$ cat config.mk
export PLATFORM = sky130hd
export DESIGN_NAME = vdisp_decoder
export DESIGN_NICKNAME = d
export VERILOG_FILES = /design/src/rtl/vdisp_pkg.sv /design/src/rtl/vdisp_classify.sv /design/src/rtl/vdisp_sext.sv /design/src/rtl/vdisp_collect.sv /design/src/rtl/vdisp_decoder.sv
export SDC_FILE = /design/constraint.sdc
export NUM_CORES = 1
export LEC_CHECK = 0
export BUFFER_PORTS_ARGS = -buffer_cell sky130_fd_sc_hd__buf_2
export CAP_MARGIN = 10
export CORE_ASPECT_RATIO = 0.8
export CORE_MARGIN = 3
export CORE_UTILIZATION = 45
export CTS_CLUSTER_SIZE = 20
export DETAILED_ROUTE_END_ITERATION = 10
export PLACE_DENSITY = 0.66
export RECOVER_POWER = 50
export SLEW_MARGIN = 10
export SYNTH_ARGS = -nofsm -noshare
export SYNTH_HDL_FRONTEND = slang
export SYNTH_SLANG_ARGS = --single-unit
$ cat constraint.sdc
create_clock -name clk -period 2.3 [get_ports clk]
set_clock_uncertainty 0.15 [all_clocks]
set_input_delay 0.46 -clock clk [delete_from_list [all_inputs] [get_ports clk]]
set_output_delay 0.46 -clock clk [all_outputs]
set_load 0.05 [all_outputs]
$ cat src/rtl/vdisp_pkg.sv
package vdisp_pkg;
  typedef enum logic [1:0] {
    SZ_ONE  = 2'd0,
    SZ_TWO  = 2'd1,
    SZ_FOUR = 2'd2
  } disp_sz_e;

  function automatic logic [2:0] sz_bytes(disp_sz_e sz);
    case (sz)
      SZ_ONE:  return 3'd1;
      SZ_TWO:  return 3'd2;
      default: return 3'd4;
    endcase
  endfunction
endpackage

$ cat src/rtl/vdisp_classify.sv
module vdisp_classify
  import vdisp_pkg::*;
#(
  parameter int BYTE_W = 8
) (
  input  logic [BYTE_W-1:0] lead,
  output disp_sz_e          sz
);
  always_comb begin
    if (!lead[BYTE_W-1])      sz = SZ_ONE;
    else if (!lead[BYTE_W-2]) sz = SZ_TWO;
    else                      sz = SZ_FOUR;
  end
endmodule

$ cat src/rtl/vdisp_sext.sv
module vdisp_sext
  import vdisp_pkg::*;
#(
  parameter int BYTE_W = 8,
  parameter int VAL_W  = 32
) (
  input  logic [4*BYTE_W-1:0] raw,
  input  disp_sz_e            sz,
  output logic [VAL_W-1:0]    val
);
  localparam int P1 = BYTE_W - 1;
  localparam int P2 = 2*BYTE_W - 2;
  localparam int P4 = 4*BYTE_W - 2;

  logic [VAL_W-1:0] v1, v2, v4;

  assign v1 = {{(VAL_W-P1){raw[P1-1]}}, raw[P1-1:0]};
  assign v2 = {{(VAL_W-P2){raw[P2-1]}}, raw[P2-1:0]};
  assign v4 = {{(VAL_W-P4){raw[P4-1]}}, raw[P4-1:0]};

  always_comb begin
    case (sz)
      SZ_ONE:  val = v1;
      SZ_TWO:  val = v2;
      default: val = v4;
    endcase
  end
endmodule

$ cat src/rtl/vdisp_collect.sv
module vdisp_collect
  import vdisp_pkg::*;
#(
  parameter int BYTE_W = 8
) (
  input  logic                clk,
  input  logic                rst_n,
  input  logic                take,
  input  logic                start,
  input  logic [BYTE_W-1:0]   din,
  input  disp_sz_e            lead_sz,
  output logic                finish,
  output logic                abort,
  output logic [4*BYTE_W-1:0] raw_next,
  output disp_sz_e            fin_sz
);
  localparam int ACC_W = 4*BYTE_W;

  logic             busy_q;
  logic [1:0]       left_q;
  disp_sz_e         sz_q;
  logic [ACC_W-1:0] acc_q;

  logic first, cont;

  assign first = take && start;
  assign cont  = take && busy_q && !start;
  assign abort = first && busy_q;

  always_comb begin
    raw_next = acc_q;
    fin_sz   = sz_q;
    finish   = 1'b0;
    if (first) begin
      raw_next = {{(ACC_W-BYTE_W){1'b0}}, din};
      fin_sz   = lead_sz;
      finish   = (lead_sz == SZ_ONE);
    end else if (cont) begin
      raw_next = {acc_q[ACC_W-BYTE_W-1:0], din};
      finish   = (left_q == 2'd1);
    end
  end

  always_ff @(posedge clk) begin
    if (!rst_n) begin
      busy_q <= 1'b0;
      left_q <= 2'd0;
      sz_q   <= SZ_ONE;
      acc_q  <= '0;
    end else if (first || cont) begin
      acc_q <= raw_next;
      if (first) begin
        sz_q   <= lead_sz;
        left_q <= 2'(sz_bytes(lead_sz) - 3'd1);
        busy_q <= (lead_sz != SZ_ONE);
      end else begin
        left_q <= left_q - 2'd1;
        busy_q <= (left_q != 2'd1);
      end
    end
  end

  // collection in progress always has bytes still owed
  a_r5_owed_bytes: assert property (@(posedge clk) disable iff (!rst_n)
    busy_q |-> (left_q != 2'd0));
  // state holds when no byte is taken
  a_r8_hold_idle_cycle: assert property (@(posedge clk) disable iff (!rst_n)
    !take |=> $stable(acc_q) && $stable(left_q));
endmodule

$ cat src/rtl/vdisp_decoder.sv
module vdisp_decoder
  import vdisp_pkg::*;
#(
  parameter int BYTE_W = 8,
  parameter int VAL_W  = 32
) (
  input  logic              clk,
  input  logic              rst_n,
  input  logic              in_valid,
  output logic              in_ready,
  input  logic [BYTE_W-1:0] in_byte,
  input  logic              in_start,
  output logic              out_done,
  output logic [VAL_W-1:0]  out_value,
  output logic [2:0]        out_len,
  output logic              out_err
);
  localparam int ACC_W = 4*BYTE_W;

  logic             take, finish, abort;
  logic [ACC_W-1:0] raw_next;
  disp_sz_e         lead_sz, fin_sz;
  logic [VAL_W-1:0] val_next;
  logic             rdy_q;

  assign in_ready = rdy_q;
  assign take     = in_valid && rdy_q;

  vdisp_classify #(.BYTE_W(BYTE_W)) u_class (
    .lead (in_byte),
    .sz   (lead_sz)
  );

  vdisp_collect #(.BYTE_W(BYTE_W)) u_coll (
    .clk      (clk),
    .rst_n    (rst_n),
    .take     (take),
    .start    (in_start),
    .din      (in_byte),
    .lead_sz  (lead_sz),
    .finish   (finish),
    .abort    (abort),
    .raw_next (raw_next),
    .fin_sz   (fin_sz)
  );

  vdisp_sext #(.BYTE_W(BYTE_W), .VAL_W(VAL_W)) u_sext (
    .raw (raw_next),
    .sz  (fin_sz),
    .val (val_next)
  );

  always_ff @(posedge clk) begin
    if (!rst_n) begin
      rdy_q     <= 1'b0;
      out_done  <= 1'b0;
      out_err   <= 1'b0;
      out_value <= '0;
      out_len   <= 3'd0;
    end else begin
      rdy_q    <= 1'b1;
      out_done <= finish;
      out_err  <= abort;
      if (finish) begin
        out_value <= val_next;
        out_len   <= sz_bytes(fin_sz);
      end
    end
  end

  // the byte port never back-pressures after the first cycle out of reset
  a_r1_ready_high: assert property (@(posedge clk) disable iff (!rst_n)
    $past(rst_n) |-> in_ready);
  // a completed displacement reports a legal byte count
  a_r5_len_legal: assert property (@(posedge clk) disable iff (!rst_n)
    out_done |-> (out_len == 3'd1 || out_len == 3'd2 || out_len == 3'd4));
  // one-byte results stay within 7-bit signed range
  a_r2_short_range: assert property (@(posedge clk) disable iff (!rst_n)
    (out_done && out_len == 3'd1) |->
      (out_value[VAL_W-1:6] == '0 || out_value[VAL_W-1:6] == '1));
  // two-byte results stay within 14-bit signed range
  a_r3_mid_range: assert property (@(posedge clk) disable iff (!rst_n)
    (out_done && out_len == 3'd2) |->
      (out_value[VAL_W-1:13] == '0 || out_value[VAL_W-1:13] == '1));
  // four-byte results stay within 30-bit signed range
  a_r4_long_range: assert property (@(posedge clk) disable iff (!rst_n)
    (out_done && out_len == 3'd4) |->
      (out_value[VAL_W-1:29] == '0 || out_value[VAL_W-1:29] == '1));
  // an abort strobe only follows a taken start byte
  a_r7_err_cause: assert property (@(posedge clk) disable iff (!rst_n)
    out_err |-> $past(in_valid && in_start));
  // a completion only follows a taken byte
  a_r8_done_cause: assert property (@(posedge clk) disable iff (!rst_n)
    out_done |-> $past(in_valid));
endmodule

# == Word-level counts from Yosys, hierarchy flattened ==
# Cells that the tools add are included.
# word_totals
register_bits,73
input_bits,12
out_inout_bits,38
wordCells,41
# op_classes
add_sub_neg,2
eq_ne,4
mux,16
n_reduce_logical,10
# op_table
cell,n
$pmux 32 s2,1
$mux 30,2
$mux 2,7
$eq 2x1->1 const B,3
$pmux 3 s2,1
$logic_and 1x1->1,5
$logic_not 2->1,2
$mux 1,4
$pmux 2 s2,1
$sub 2x1->2 const B,2
$ne 2x1->1 const B,1
$reduce_bool 2->1,1
$logic_not 1->1,1
$logic_or 1x1->1,1

# == Logic depth before layout (Yosys ltp) ==
# logic_depth
depth_word,9
mapped_depth,8

# == By module ==
# A second synthesis with hierarchy kept.
# hier_totals
hier_cells,324
area_unflattened_um2,3370.7
# modules_own_cells
mod,n_inst,cells_per_inst,area_each_um2,seq_area_each_um2
vdisp_collect,1,138,1490.2,740.7
vdisp_decoder,1,121,1427.6,760.7
vdisp_sext,1,63,436.7,0.0
vdisp_classify,1,2,16.3,0.0

# == Least setup slack after synthesis ==
# Ideal clock, no wire load.
# synth_path
path_kind,flip-flop to flip-flop
start,register rdy_q (netlist: in_ready)
end,register out_value[30]
setup_time_ns,0.079
arrival_ns,2.013
slack_ns,0.058
path_stages_with_launch,7
path_buffers,2
path_cell_list,dfxtp_1 -> and3_1 -> buf_6 -> mux2i_1 -> mux2_4 -> buf_6 -> o221ai_2
# synth_between
elab_chain_len,6
# synth_lines
element,line_no,source
start: declaration,vdisp_decoder.sv:24,logic rdy_q;
start signal: assignment,vdisp_decoder.sv:55,rdy_q <= 1'b0;
start signal: assignment,vdisp_decoder.sv:61,rdy_q <= 1'b1;
$logic_and 1x1->1 *,vdisp_decoder.sv:27,assign take = in_valid && rdy_q;
$logic_and 1x1->1 (2 in series),vdisp_collect.sv:27,assign cont = take && busy_q && !start;
$mux 30,vdisp_collect.sv:38,end else if (cont) begin
$mux 30,vdisp_collect.sv:34,if (first) begin
$pmux 32 s2,vdisp_sext.sv:22,case (sz)
end signal: assignment,vdisp_decoder.sv:65,out_value <= val_next;
end: declaration,vdisp_decoder.sv:14,"output logic [VAL_W-1:0] out_value,"
# Mark *: on every way between the ends. The rest lies on a longest branch, timed or not.
# A chain may end at the register's enable or synchronous reset.

# == Worst setup path after layout ==
# layout_path
start,register rdy_q (netlist: in_ready)
end,register out_value[15]
# The elaborated chain is that of the path after synthesis.

==> results.py <==
metrics = {
    "yosys": {
        "synth_edf_count": 0,
        "syn_nets": 292,
        "ys_seq_elements": 71,
        "synth_cell_types": 40,
        "synth_top_area_share_pct": 49.0,
        "synth_async_sr_flop_share_pct": 0,
        "synthFlopType": "dfxtp_1",
        "ys_seq_area_share_pct": 49.0,
        "synth_area_leaders": "dfxtp_1 49%, a22oi_1 5.7%, nor2b_1 5.6%",
        "yosysTopAreaCell": "dfxtp_1",
        "yosys_warnings": 0,
        "synth.cell_area_um2": 2900,
        "avgSynthCellArea_um2": 10.4,
        "syn_inst": 279,
    },
    "global_route": {
        "antenna_found_initial": 0,
        "overflow": 0,
        "grtUsageTotal_pct": 17.3,
        "grt_pass1_wl_um": 10100,
        "first_global_vias": 2027,
        "grt_max_degree": 29,
    },
    "routing": {
        "wl_per_cell_um": 14.6,
        "first_iter_violations": 134,
        "avgViaCountPerCell": 5.30,
        "drtAntennaViolNets": 0,
        "vias": 2194,
        "first_pass_iters": 5,
        "route.detailed.drc": 0,
        "wirelength_um": 6030,
    },
    "place": {
        "finalWeightedCongestion": 0.848,
        "io_buffers": 49,
        "place_area_um2": 3210,
        "dpl.hpwl_um": 4200,
        "place_inst": 398,
        "post-place-ws_ns": 0.120,
    },
    "sta": {
        "rsz0062_at_grt": "false",
        "setup_ws_ns": 0.216,
        "drv_slew": 0,
        "tns_ns": 0,
        "max_freq_mhz": 480,
        "setup_violations": 0,
        "hold_viol": 0,
        "fin_crit_sh_pct": 90.6,
        "fin_crit_ns": 2.08,
        "worstMarginPinSlew_ns": 0.959,
        "timing.slew.headroom_pct": 36.1,
    },
    "worst_setup_path": {
        "worst-path-max-fanout": 16,
        "required_ns": 2.40,
        "startpoint_type": "flop",
        "worstSetupPathType": "flop to flop",
        "reg2reg_depth": 4,
        "r2r_end": "out_value[15]",
        "critical_path.endpoint_type": "flop",
        "regToRegSetupSlack_ns": 0.22,
        "regToRegStartpoint": "in_ready",
        "arrival_ns": 2.18,
    },
    "final_layout": {
        "antennaDiodeCount": 0,
        "fin_cells": 414,
        "stdcell_area_um2": 3380,
        "syn_to_final_growth_pct": 16.5,
        "drive_above_1_share_pct": 18.6,
        "n_fill_cell": 567,
        "layout.nets": 341,
    },
    "floorplanning": {
        "die_area_um2": 7450,
        "die_x_um": 95.7,
        "top_level_ports": 50,
        "num_rows": 25,
        "initial_core_util_pct": 47.8,
        "coreArea_um2": 6070,
        "die_h_um": 77.8,
    },
    "power_and_ir_drop": {
        "worst_ir_drop_vdd_v": 0.000445,
        "powerDensity_nw_per_um2": 757,
        "total_power_mw": 2.56,
        "p_leak_nw": 1.27,
    },
    "clock_network": {
        "clk_path_buf_depth": 2,
        "cts_tree": "built",
        "cts.sinks": 71,
        "postCtsHoldBufs": 0,
        "cts_resized": 0,
        "cts_buffers": 9,
        "htreeDepth": 3,
        "insertion_delay_ns": 0.33,
        "clkTransAtPathRegs_ns": 0.07,
        "postCtsSetupBuffers": 0,
        "clockRootBuffer": "clkbuf_8",
    },
    "hold_path": {
        "hp-class": "primary input to flop",
        "min_to": "u_coll.acc_q[2]",
        "hold_depth": 3,
        "min-delay-start": "in_byte[2]",
    },
    "run": {
        "cap_violations": 0,
    },
    "status": {
        "outcome": "finished clean",
    },
}
[where the power goes]
group / switching (mW) / internal, mW / total (mW)
clock network: 0.450 / 0.670 / 1.12
registers: 0.0123 / 1.25 / 1.26
logic: 0.124 / 0.0536 / 0.177
[worst max-delay path by stage]
stage / cells after the start / to / start / slack (ns)
after CTS: 4 / out_value[15] / in_ready / 0.22
after global placement: 5 / out_value[18] / in_valid / 0.19
after detailed placement: 5 / out_value[15] / in_valid / 0.12
after global routing: 4 / out_value[17] / in_ready / 0.1
after floorplan: 6 / out_value[30] / in_ready / 0.06
final: 4 / out_value[15] / in_ready / 0.22
[layer usage]
metal	global-route usage [%]	wire [µm]	part of all wire (%)	vias to the layer above
met5	0	0	0	-
met4	5.54	31	0.51	0
met3	5.91	358	5.9	2
met2	22.3	2410	40	62
met1	26.5	3230	54	1028
li1	-	-	-	1102
[state kept, by name, summed over array words and instances (netlist names)]
register,count
in_ready,1
u_coll.acc_q,30
u_coll.busy_q,1
out_err,1
u_coll.left_q,2
out_len,3
out_value,30
out_done,1
u_coll.sz_q,2
[layout make-up]
cell class / count / area (µm²) / area share (%)
Clock buffer: 11 / 151 / 4.48
Clock inverter: 5 / 78.8 / 2.33
Inverter: 18 / 67.6 / 2.00
Multi-Input combinational cell: 167 / 1270 / 37.6
Sequential cell: 71 / 1420 / 42.1
Tap cell: 81 / 101 / 3.00
Timing Repair Buffer: 61 / 289 / 8.56
[through the flow]
stage	hold slack, ns	utilization (%)
detailed placement	0.312	52.9
floorplan	0.319	-
global placement	0.313	52.9
finish	0.254	55.7
global route	0.234	55.7
CTS	0.237	56.7
[critical path: stages (launching register included)]
cell      delay [ns]
dfxtp_1         0.47
and3_1          0.33
mux2i_1         0.37
mux2_4          0.45
o221ai_1        0.22
[cell families (layout without fill, tap and decap cells)]
logic type      count (synthesis)  after routing  share of synthesized area [%]
mux                             6              6                           2.55
flops                          71             71                           49.0
compound gates                 74             74                           23.2
fa+ha+maj                       1              1                          0.432
buf+inv                        41             95                           7.08
simple gates                   86             86                           17.7
[layout by cell type (no fill, tap or decap), types with 3 or more instances in the layout]
master / count
o21ai_0: 4
o221ai_1: 6
mux2i_1: 3
o211a_1: 4
a21boi_0: 8
a22oi_1: 22
dfxtp_1: 71
nand2b_1: 3
a22o_1: 7
clkbuf_8: 11
clkbuf_1: 31
nor2b_1: 26
o22a_1: 6
inv_1: 18
buf_2: 19
and2_1: 3
nand3b_1: 18
buf_4: 9
nand2_1: 25
nor2_1: 3
o221ai_2: 10
[cells in the mapped netlist, drive strengths merged, types with 6 or more instances]
| cell type | n |
|---|---|
| dfxtp | 71 |
| nor2b | 26 |
| nand2 | 25 |
| a22oi | 22 |
| inv | 18 |
| nand3b | 18 |
| o221ai | 16 |
| buf | 12 |
| clkbuf | 11 |
| a21boi | 8 |
| a22o | 7 |
| o22a | 6 |
Note: power is estimated with default switching activity, not from simulation.
